--- src/rtl/i2c_shift_pkg.sv ---
package i2c_shift_pkg;
  localparam int unsigned BYTE_W = 8;
  typedef logic [BYTE_W-1:0] byte_t;
endpackage

--- src/rtl/slave_guard.sv ---
module slave_guard #(
  parameter int unsigned GUARD_CYC = 8
) (
  input  logic clk_i,
  input  logic rst_ni,
  input  logic master_i,
  output logic busy_o
);
  localparam int unsigned GW = (GUARD_CYC > 2) ? $clog2(GUARD_CYC) : 1;

  logic          mst_q;
  logic [GW-1:0] cnt_q;
  logic          fell;

  assign fell   = mst_q & ~master_i;
  assign busy_o = fell | (cnt_q != '0);

  always_ff @(posedge clk_i or negedge rst_ni) begin
    if (!rst_ni) begin
      mst_q <= 1'b0;
      cnt_q <= '0;
    end else begin
      mst_q <= master_i;
      if (fell)              cnt_q <= GW'(GUARD_CYC - 1);
      else if (cnt_q != '0)  cnt_q <= cnt_q - 1'b1;
    end
  end


  guard_dec_chk: assert property (@(posedge clk_i) disable iff (!rst_ni)
    (cnt_q != '0 && !fell) |=> (cnt_q == $past(cnt_q) - 1'b1));
endmodule

--- src/rtl/bit_shifter.sv ---
module bit_shifter
  import i2c_shift_pkg::*;
#(
  parameter int unsigned DATA_W = BYTE_W
) (
  input  logic              clk_i,
  input  logic              rst_ni,
  input  logic              load_i,
  input  logic [DATA_W-1:0] data_i,
  input  logic              en_i,
  input  logic              rise_i,
  input  logic              fall_i,
  input  logic              sda_i,
  output logic [DATA_W-1:0] shreg_o,
  output logic              wrap_o,
  output logic              done_o
);
  localparam int unsigned CW = $clog2(DATA_W);
  localparam logic [CW-1:0] LAST = CW'(DATA_W - 1);

  logic [CW-1:0] cnt_q;
  logic          samp_q;
  logic          step;

  assign step   = en_i & fall_i & ~load_i;
  assign wrap_o = step & (cnt_q == LAST);

  always_ff @(posedge clk_i or negedge rst_ni) begin
    if (!rst_ni) samp_q <= 1'b1;
    else if (en_i & rise_i) samp_q <= sda_i;
  end

  always_ff @(posedge clk_i or negedge rst_ni) begin
    if (!rst_ni) begin
      shreg_o <= '0;
      cnt_q   <= '0;
      done_o  <= 1'b0;
    end else begin
      done_o <= wrap_o;
      if (load_i) begin
        shreg_o <= data_i;
        cnt_q   <= '0;
      end else if (step) begin
        shreg_o <= {shreg_o[DATA_W-2:0], samp_q};
        cnt_q   <= (cnt_q == LAST) ? '0 : cnt_q + 1'b1;
      end
    end
  end


  load_clr_chk: assert property (@(posedge clk_i) disable iff (!rst_ni)
    load_i |=> (cnt_q == '0 && shreg_o == $past(data_i)));

  done_cnt_chk: assert property (@(posedge clk_i) disable iff (!rst_ni)
    done_o |-> (cnt_q == '0));

  no_shift_chk: assert property (@(posedge clk_i) disable iff (!rst_ni)
    (!en_i && !load_i) |=> $stable(shreg_o));
endmodule

--- src/rtl/i2c_byte_shift.sv ---
module i2c_byte_shift
  import i2c_shift_pkg::*;
#(
  parameter int unsigned DATA_W    = BYTE_W,
  parameter int unsigned GUARD_CYC = 8
) (
  input  logic              clk_i,
  input  logic              rst_ni,
  input  logic              wr_en_i,
  input  logic [DATA_W-1:0] wdata_i,
  input  logic              rd_en_i,
  output logic [DATA_W-1:0] rdata_o,
  input  logic              enable_i,
  input  logic              master_i,
  input  logic              scl_rise_i,
  input  logic              scl_fall_i,
  input  logic              sda_i,
  output logic              sda_o,
  output logic              scl_gen_o,
  output logic              byte_done_o,
  output logic              early_wr_o
);
  logic              guard_busy;
  logic              wr_ok;
  logic              wr_blk;
  logic              wrap;
  logic              tx_q;
  logic [DATA_W-1:0] shreg;

  assign wr_ok  = wr_en_i & enable_i & ~guard_busy;
  assign wr_blk = wr_en_i & enable_i &  guard_busy;

  slave_guard #(.GUARD_CYC(GUARD_CYC)) u_guard (
    .clk_i   (clk_i),
    .rst_ni  (rst_ni),
    .master_i(master_i),
    .busy_o  (guard_busy)
  );

  bit_shifter #(.DATA_W(DATA_W)) u_shift (
    .clk_i  (clk_i),
    .rst_ni (rst_ni),
    .load_i (wr_ok),
    .data_i (wdata_i),
    .en_i   (enable_i),
    .rise_i (scl_rise_i),
    .fall_i (scl_fall_i),
    .sda_i  (sda_i),
    .shreg_o(shreg),
    .wrap_o (wrap),
    .done_o (byte_done_o)
  );

  always_ff @(posedge clk_i or negedge rst_ni) begin
    if (!rst_ni) begin
      tx_q       <= 1'b0;
      scl_gen_o  <= 1'b0;
      early_wr_o <= 1'b0;
      rdata_o    <= '0;
    end else begin
      early_wr_o <= wr_blk;
      if (rd_en_i) rdata_o <= shreg;
      if (wr_ok) begin
        tx_q      <= 1'b1;
        scl_gen_o <= master_i;
      end else if (wrap) begin
        tx_q      <= 1'b0;
        scl_gen_o <= 1'b0;
      end
    end
  end

  // released line unless a byte is in flight
  assign sda_o = tx_q ? shreg[DATA_W-1] : 1'b1;


  gen_src_chk: assert property (@(posedge clk_i) disable iff (!rst_ni)
    $rose(scl_gen_o) |-> $past(master_i && wr_en_i && enable_i));

  release_chk: assert property (@(posedge clk_i) disable iff (!rst_ni)
    byte_done_o |-> (sda_o && !scl_gen_o));

  early_noload_chk: assert property (@(posedge clk_i) disable iff (!rst_ni)
    (early_wr_o && !$past(scl_fall_i) && !$past(wr_ok)) |-> $stable(shreg));
endmodule

--- config.mk ---
export PLATFORM = sky130hd
export DESIGN_NAME = i2c_byte_shift
export DESIGN_NICKNAME = d
export VERILOG_FILES = /design/src/rtl/i2c_shift_pkg.sv /design/src/rtl/slave_guard.sv /design/src/rtl/bit_shifter.sv /design/src/rtl/i2c_byte_shift.sv
export SDC_FILE = /design/constraint.sdc
export NUM_CORES = 1
export LEC_CHECK = 0
export BUFFER_PORTS_ARGS = -buffer_cell sky130_fd_sc_hd__buf_2
export CORE_MARGIN = 4
export CORE_UTILIZATION = 40
export CTS_BUF_LIST = sky130_fd_sc_hd__clkbuf_4 sky130_fd_sc_hd__clkbuf_8 sky130_fd_sc_hd__clkbuf_16
export DETAILED_ROUTE_END_ITERATION = 12
export GPL_TIMING_DRIVEN = 1
export PLACE_DENSITY = 0.66
export SLEW_MARGIN = 40
export SYNTH_ARGS = -nofsm -noshare
export SYNTH_HDL_FRONTEND = slang
export SYNTH_SLANG_ARGS = --single-unit
--- constraint.sdc ---
create_clock -name clk_i -period 4.65 [get_ports clk_i]
set_clock_uncertainty 0.05 [all_clocks]
set_input_delay 0.465 -clock clk_i [delete_from_list [all_inputs] [get_ports clk_i]]
set_output_delay 0.465 -clock clk_i [all_outputs]
set_load 0.01 [all_outputs]
# After elaboration in Yosys (flattened, before gate mapping)
# Index checks and enable logic that the tools add are counted.
# word_totals
register_bits	28
inputBits	17
out_inout_bits	12
elab_cells	40
# op_classes
add_sub_neg	2
n_eq_ne	1
muxes	11
bitwise	12
reduce_logical	4
# op_table
op	n
2-to-1 mux 8 bit	2
2-to-1 mux 3 bit	5
AND 1 bit	8
nonzero test 2 bit	3
2-to-1 mux 1 bit	4
adder 3 x 1 -> 3 bit (second input constant)	1
== test 3 bit (second input constant)	1
NOT 1 bit	3
nonzero test 3 bit	1
subtractor 3 x 1 -> 3 bit (second input constant)	1
OR 1 bit	1

# Longest topological paths before layout
# Gate-level depths: netlist of run 1.
# depth
word_depth	10
mapped_depth	7
depth_no_buf	5

# Cells and area by module
# A second synthesis of run 1 with hierarchy kept.
# hier_totals
cells_unflattened	112
hier_area_um2	1355.0
# modules_own_cells
mod	instances	cells_each	area_per_inst_um2
bit_shifter	1	66	703.2
i2c_byte_shift	1	28	444.2
slave_guard	1	18	207.7

# Worst setup path after synthesis of run 1
# No wires, ideal clock.
# synth_path
kind	reg-to-reg
start	register u_guard.cnt_q[0]
end	register u_shift.shreg_o[3]
setup_ps	125
arrival_ps	1520
t_required_ps	4475
path_slack_ps	2954
stages_incl_launch_ff	8
n_path_buf	2
synth_period_minus_slack_ps	1696
cell_sequence	dfrtp_1 inv_1 ha_1 nor2b_2 and3b_1 buf_4 buf_6 mux2_4
# synth_via
elab_chain_cells	7
# synth_rtl
item	line	text
start, declared	slave_guard.sv:12	logic [GW-1:0] cnt_q;
start signal, assigned	slave_guard.sv:24	if (fell) cnt_q <= GW'(GUARD_CYC - 1);
start signal, assigned	slave_guard.sv:25	else if (cnt_q != '0) cnt_q <= cnt_q - 1'b1;
nonzero test 3 bit (*)	slave_guard.sv:16	assign busy_o = fell | (cnt_q != '0);
OR 1 bit (*)	slave_guard.sv:16	
NOT 1 bit (*)	i2c_byte_shift.sv:30	assign wr_ok = wr_en_i & enable_i & ~guard_busy;
AND 1 bit (*)	i2c_byte_shift.sv:30	
NOT 1 bit	bit_shifter.sv:25	assign step = en_i & fall_i & ~load_i;
AND 1 bit	bit_shifter.sv:25	
nonzero test 2 bit (no source line)	n/a	
end signal, assigned	bit_shifter.sv:41	shreg_o <= data_i;
end signal, assigned	bit_shifter.sv:44	shreg_o <= {shreg_o[DATA_W-2:0], samp_q};
end, declared	bit_shifter.sv:14	output logic [DATA_W-1:0] shreg_o,
# Every way passes the cells marked *; elsewhere a longest branch is shown, timed or not.
# A chain may end at the register's enable or synchronous reset.

# Final worst setup path of run 1
# layout_path
start	register u_guard.cnt_q[0]
end	register u_shift.shreg_o[1]
# Same word-level chain as after synthesis.

==> results of run 1 <==
==> power by group through the flow <==
stage | registers (mW) | clock network, mW | logic [mW]
after floorplan | 0.410 | 0 | 0.190
after global placement | 0.400 | 0 | 0.273
after detailed placement | 0.404 | 0 | 0.284
after CTS | 0.398 | 0.117 | 0.285
after global routing | 0.409 | 0.120 | 0.311
final | 0.397 | 0.108 | 0.278
==> logic make-up after synthesis <==
family | count (synthesis)
DFF | 28
muxes | 27
and+or+nand+nor | 20
buffers and inverters | 7
AOI/OAI and AO/OA | 6
adders and majority gates | 4
xor gates and xnor gates | 1
==> flip-flops by register name, indices dropped and copies added, names as in the netlist <==
register         cells
scl_gen_o            1
u_shift.done_o       1
rdata_o              8
u_guard.cnt_q        3
tx_q                 1
u_shift.cnt_q        3
u_shift.shreg_o      8
early_wr_o           1
u_guard.mst_q        1
u_shift.samp_q       1
==> worst max-delay path by stage <==
stage,cells past startpoint,endpoint
after floorplan,7,u_shift.shreg_o[3]
after global placement,5,u_shift.shreg_o[0]
after detailed placement,5,u_shift.shreg_o[1]
after CTS,5,u_shift.shreg_o[1]
after global routing,5,u_shift.shreg_o[0]
final,5,u_shift.shreg_o[1]
==> worst reg2reg max path, stage by stage (launching register included) <==
cell and delay (ps):
dfrtp_1 390, inv_1 110, ha_1 180, nor2b_2 250, and3b_1 610, mux2_2 410
==> area by class of cell <==
| cell class | count | share of cell area, % |
|---|---|---|
| clock buffer | 4 | 2.03 |
| inverter | 3 | 0.762 |
| timing repair buffer | 28 | 9.48 |
| sequential | 28 | 47.5 |
| tap | 44 | 3.73 |
| multi-input combinational | 58 | 36.5 |
==> routing by layer <==
| layer | part of all wire (%) | up-vias | track usage, % |
|---|---|---|---|
| li1 | - | 371 | - |
| met1 | 45 | 368 | 14.0 |
| met2 | 49 | 19 | 18.6 |
| met3 | 4.1 | 4 | 2.25 |
| met4 | 1.7 | 0 | 5.54 |
| met5 | 0 | - | 0 |
==> layout by cell type (no fill, tap or decap), drive strengths merged <==
cell type and n:
a21oi 4, dfstp 1, nor2b 1, nand2b 2
or3 1, buf 28, a21o 1, o211ai 1
mux2i 2, nand3 3, nor2 2, inv 3
dfrtp 27, clkbuf 4, and3b 1, xnor2 1
mux2 25, nand2 10, ha 4
==> per-stage QoR <==
stage / util [%] / worst slack [ps] / cell area, µm² / total power, mW
floorplan: - / 2950 / 1290 / 0.600
global placement: 47.4 / 2640 / 1450 / 0.673
detailed placement: 47.4 / 2570 / 1450 / 0.688
CTS: 48.4 / 2560 / 1480 / 0.799
global route: 48.4 / 2430 / 1480 / 0.841
finish: 48.4 / 2570 / 1480 / 0.784
==> impl_metrics.toml, run 1 <==
[cts]
clkLatencyLatePin_ps = 320
root_buffer = "clkbuf_4"
post_cts_buffers = 0
cts-buffers-inserted = 3
tritoncts = "yes"
post_cts_resized = 0
cts_hold_buf = 0
htreeDepth = 1
clk_path_buf_depth = 2
clk_pin_slew_ps = 150
clock-sinks = 28

[power_and_ir_drop]
peakVddDrop_mv = 0.168
power_density_nw_per_um2 = 530
power.switching_mw = 0.232
comb_power_share_pct = 35.5
leakagePower_nw = 0.743
p_seq_share_pct = 50.7
switching_share_pct = 29.6
p_int_mw = 0.552
p_clk_share_pct = 13.8

[synthesis]
synthTopCellsByCount = "dfrtp_1 (27), mux2_2 (15), mux2_4 (10)"
syn_avg_cell_area_um2 = 13.8
synth.distinct_cells = 23
ys_top_cells_by_area = "dfrtp_1 (53%), mux2_2 (13%), mux2_4 (12%), ha_1 (3.9%), nand2_1 (2.6%)"
synth_flop_cell = "dfrtp_1"
synth_mux_area_share_pct = 26.4
syn_inst = 93
synth_fp_nets = 114
synth_top_area_cell = "dfrtp_1"
synth_xor_area_share_pct = 0.681
synth_top_family_by_area = "multiplexers"
synth.most_common_cell = "dfrtp_1"
synth_simple_gate_area_share_pct = 8.27
async_flop_share_pct = 100
synth_top_cell_area_share_pct = 52.5
yosysSeqAreaShare_pct = 54.6
yosysWarnings = 0
synth_area_um2 = 1290
synth_compound_area_share_pct = 2.72
synth-edff-count = 0
yosys.area_share.adder_pct = 3.89
synth.ff_latch_count = 28

[floorplan]
num_rows = 20
die_area_um2 = 4190
die_w_um = 64.7
die_h_um = 64.7
boundaryPins = 29
placeableCoreArea_um2 = 3050
start_util_pct = 42.1

[cells_and_area]
diodes = 0
layout.nets = 143
stdcell_count = 165
fill_cells = 303
drive_gt1_share_pct = 50.4
multi_input_area_um2 = 539
syn2layout_area_growth_pct = 14.9
regArea_um2 = 702

[grt]
antenna_found_initial = 0
grt_pass1_vias = 841
grt_use_total_pct = 11.3
grt_pass1_wl_um = 3670
grt_max_degree = 29
grt_overflow = 0

[timing]
worst_pin_slew_ps = 637
setup_violations = 0
post-route-period-util_pct = 44.7
relSlewSlack_pct = 57.6
rsz0062_at_grt = "false"
finalHoldViolations = 0
fin_tns_setup_ps = 0
period_needed_ps = 2080
hold_ws_ps = 77.5
fmax_mhz = 481
drv_slew = 0

[critical_path]
crit_slowest_cell = "and3b_1"
cp-end-kind = "flop"
cpPeakStageDelay_ps = 610
crit_chain = "inv_1 > ha_1 > nor2b_2 > and3b_1 > mux2_2"
cp.required_ps = 4830
cp_max_fo = 14
cp-startpoint = "u_guard.cnt_q[0]"
r2r-end = "u_shift.shreg_o[1]"
r2r_start = "u_guard.cnt_q[0]"
critPathTopFamily = "simple AND/OR/NAND/NOR gates"
path_class = "flop to flop"
crit_buf_inv = 1
reg2reg_slack_ps = 2570
reg2reg_depth = 5
start_kind = "flop"
arrival_ps = 2260

[place]
hpwlAfterDp_um = 1600
port_buffers = 28
place.gp.congestion = 0.672
dp_cells = 161

[drt]
drt_iter0_drc = 18
totalWireLength_um = 2130
route.vias.total = 762
drcViolationCount = 0
wl_per_cell_um = 12.9
antenna_left = 0
vias_per_cell = 4.62
firstDrtPassIters = 2

[run]
maxCapViolations = 0

[min_path]
hp-class = "primary input to async pin"

[status]
status = "finished, final reports clean"
Power figures use the tool's default switching activity.
==> run 2: changes to the inputs <==
- ABC_AREA: unset -> 1
- PLACE_DENSITY: 0.66 -> 0.68
- clock period: 4.65 -> 1.8 ns (I/O delays scaled with it)
==> run 2 against run 1 <==
Design area is 5.7% higher; first-iteration DRC count is 39% lower; global-route usage is 1.3 points higher; sequential share of layout area is 2.6 points lower; setup slack worse by 2300 ps; final cell count is 22% higher; flip-flop and latch count stayed put; utilization is 2.7 points higher; count of clock-buffer cells in the layout is 1 lower.
==> impl_metrics.toml, run 2 <==
[drt]
vias_per_cell = 4.77
drt_iter0_drc = 11
firstDrtPassIters = 4
route.vias.total = 959
wl_per_cell_um = 12.1
drcViolationCount = 0
totalWireLength_um = 2430
antenna_left = 0

[synthesis]
synth_top_area_cell = "dfrtp_1"
yosysWarnings = 0
yosysSeqAreaShare_pct = 55.0
synth_flop_cell = "dfrtp_1"
synthTopCellsByCount = "nand3_1 (30), dfrtp_1 (27), nand2_1 (19)"
synth-edff-count = 0
synth.distinct_cells = 21
synth.ff_latch_count = 28
async_flop_share_pct = 100
ys_top_cells_by_area = "dfrtp_1 (53%), nand3_1 (12%), mux2_2 (7.1%), nand2_1 (5.6%), ha_1 (3.9%)"
syn_inst = 122
synth_fp_nets = 143
syn_avg_cell_area_um2 = 10.5
synth.most_common_cell = "nand3_1"
synth_top_cell_area_share_pct = 52.9
synth_area_um2 = 1280

[cts]
clk_pin_slew_ps = 150
post_cts_resized = 0
htreeDepth = 1
clk_path_buf_depth = 2
clock-sinks = 28
clkLatencyLatePin_ps = 320
cts-buffers-inserted = 3
root_buffer = "clkbuf_4"
tritoncts = "yes"

[cells_and_area]
layout.nets = 179
final_cell_mix = "nand3_1 (30), buf_2 (28), dfrtp_1 (27)"
finalCoreUtilization_pct = 51.1
diodes = 0
fill_cells = 305
final_common_cell = "nand3_1"
drive_gt1_share_pct = 33.1
top_regs = "rdata_o x8, u_shift.shreg_o x8"
syn2layout_area_growth_pct = 22.4

[floorplan]
start_util_pct = 41.8
num_rows = 20
placeableCoreArea_um2 = 3050
boundaryPins = 29
die_area_um2 = 4160
die_w_um = 64.5
die_h_um = 64.5

[power_and_ir_drop]
peakVddDrop_mv = 0.445
leakagePower_nw = 0.811
power_density_nw_per_um2 = 1260

[critical_path]
cp_max_fo = 25
crit_chain = "inv_1 > ha_1 > inv_1 > nor2_4 > nand3_4 > nand3_1 > nand2_1 > inv_1"
crit_buf_inv = 3
arrival_ps = 1750
critPathTopFamily = "simple AND/OR/NAND/NOR gates"
cpPeakStageDelay_ps = 400
start_kind = "flop"
cp-end-kind = "flop"
cpMostUsedCell = "inv_1"
cp.required_ps = 2030
path_class = "flop to flop"
crit_slowest_cell = "dfrtp_1"

[timing]
fmax_mhz = 657
finalHoldViolations = 0
rsz0062_at_grt = "false"
worst_pin_slew_ps = 627
post-route-period-util_pct = 84.6
setup_violations = 0
fin_tns_setup_ps = 0
relSlewSlack_pct = 58.2
period_needed_ps = 1520
drv_slew = 0

[run]
maxCapViolations = 0

[place]
place.gp.congestion = 0.671
hpwlAfterDp_um = 1690
port_buffers = 28

[min_path]
hp-class = "primary input to flop"

[grt]
grt_pass1_wl_um = 4130
grt_use_total_pct = 12.5
grt_max_degree = 29
grt_pass1_vias = 947
antenna_found_initial = 0
grt_overflow = 0

[status]
status = "finished, final reports clean"
run 2: changes by cell type in the layout (fill, tap and decap cells not counted), sizes merged, moves of 3 or more:
cell	change
nand2	+12
inv	+8
nand3	+28
mux2	-17
o21ai	+3
dlygate4sd3	+7
run 2: worst paths after layout:
kind | start | endpoint | slack (ps) | cells past startpoint
worst max-delay path | u_guard.cnt_q[0] | tx_q | 280 | 8
worst min-delay path | wdata_i[1] | u_shift.shreg_o[1] | 20 | 3
worst max register to register | u_guard.cnt_q[0] | tx_q | 280 | 8
worst min register to register | rdata_o[7] | rdata_o[7] | 470 | 1
max in group asynchronous | rst_ni | u_shift.cnt_q[1] | 960 | 2
min in group asynchronous | rst_ni | u_shift.shreg_o[0] | 340 | 2
run 2: cells by family after synthesis:
logic type	synth area share [%]
AND/OR/NAND/NOR	22.9
multiplexers	7.06
adder cells (fa/ha/maj)	3.92
buffers and inverters	6.37
flip-flops	55.0
AO/OA/AOI/OAI	4.02
XOR/XNOR	0.686
run 2: final cells by class:
type | count | area [µm²] | area share, %
clock buffer | 3 | 22.5 | 1.44
clock inverter | 1 | 30.0 | 1.92
inverter | 11 | 41.3 | 2.64
multi-input combinational | 78 | 493 | 31.6
sequential | 28 | 702 | 45.0
tap | 44 | 55.1 | 3.53
timing repair buffer | 36 | 218 | 13.9
run 2: metal layers:
metal  global-route usage (%)  share of wire, %  vias up
met5                        0                 0        -
met4                     4.75                 0        0
met3                     2.25               4.2        0
met2                     20.6                48       22
met1                     16.4                48      457
li1                         -                 -      480
run 2: report_power, final:
| group | internal (mW) | switching, mW | total, mW |
|---|---|---|---|
| clock | 0.225 | 0.186 | 0.411 |
| combinational | 0.288 | 0.291 | 0.580 |
| sequential | 0.843 | 0.130 | 0.973 |
| total | 1.36 | 0.607 | 1.96 |
run 2: worst reg2reg max path: stages (launching register included):
cell,delay (ps)
dfrtp_1,400
inv_1,90
ha_1,140
inv_1,50
nor2_4,170
nand3_4,260
nand3_1,190
nand2_1,70
inv_1,50
run 2: stage by stage:
| step | power, mW | hold slack [ps] | cell area (µm²) | instances | setup slack (ps) |
|---|---|---|---|---|---|
| 2_1_floorplan | 1.36 | -166 | 1280 | 122 | 462 |
| 3_3_place_gp | 1.53 | 182 | 1440 | 190 | 362 |
| 3_5_place_dp | 1.57 | 193 | 1440 | 190 | 299 |
| 4_1_cts | 1.99 | 0.769 | 1550 | 200 | 259 |
| 5_1_grt | 2.11 | 0.725 | 1560 | 201 | 138 |
| 6_report | 1.96 | 15.5 | 1560 | 201 | 278 |
run 2: repair_timing:
item,CTS,global route
endpoints found under the hold margin,31,1
setup buffers,0,0
setup endpoints to repair,0,0
hold buffers,6,1
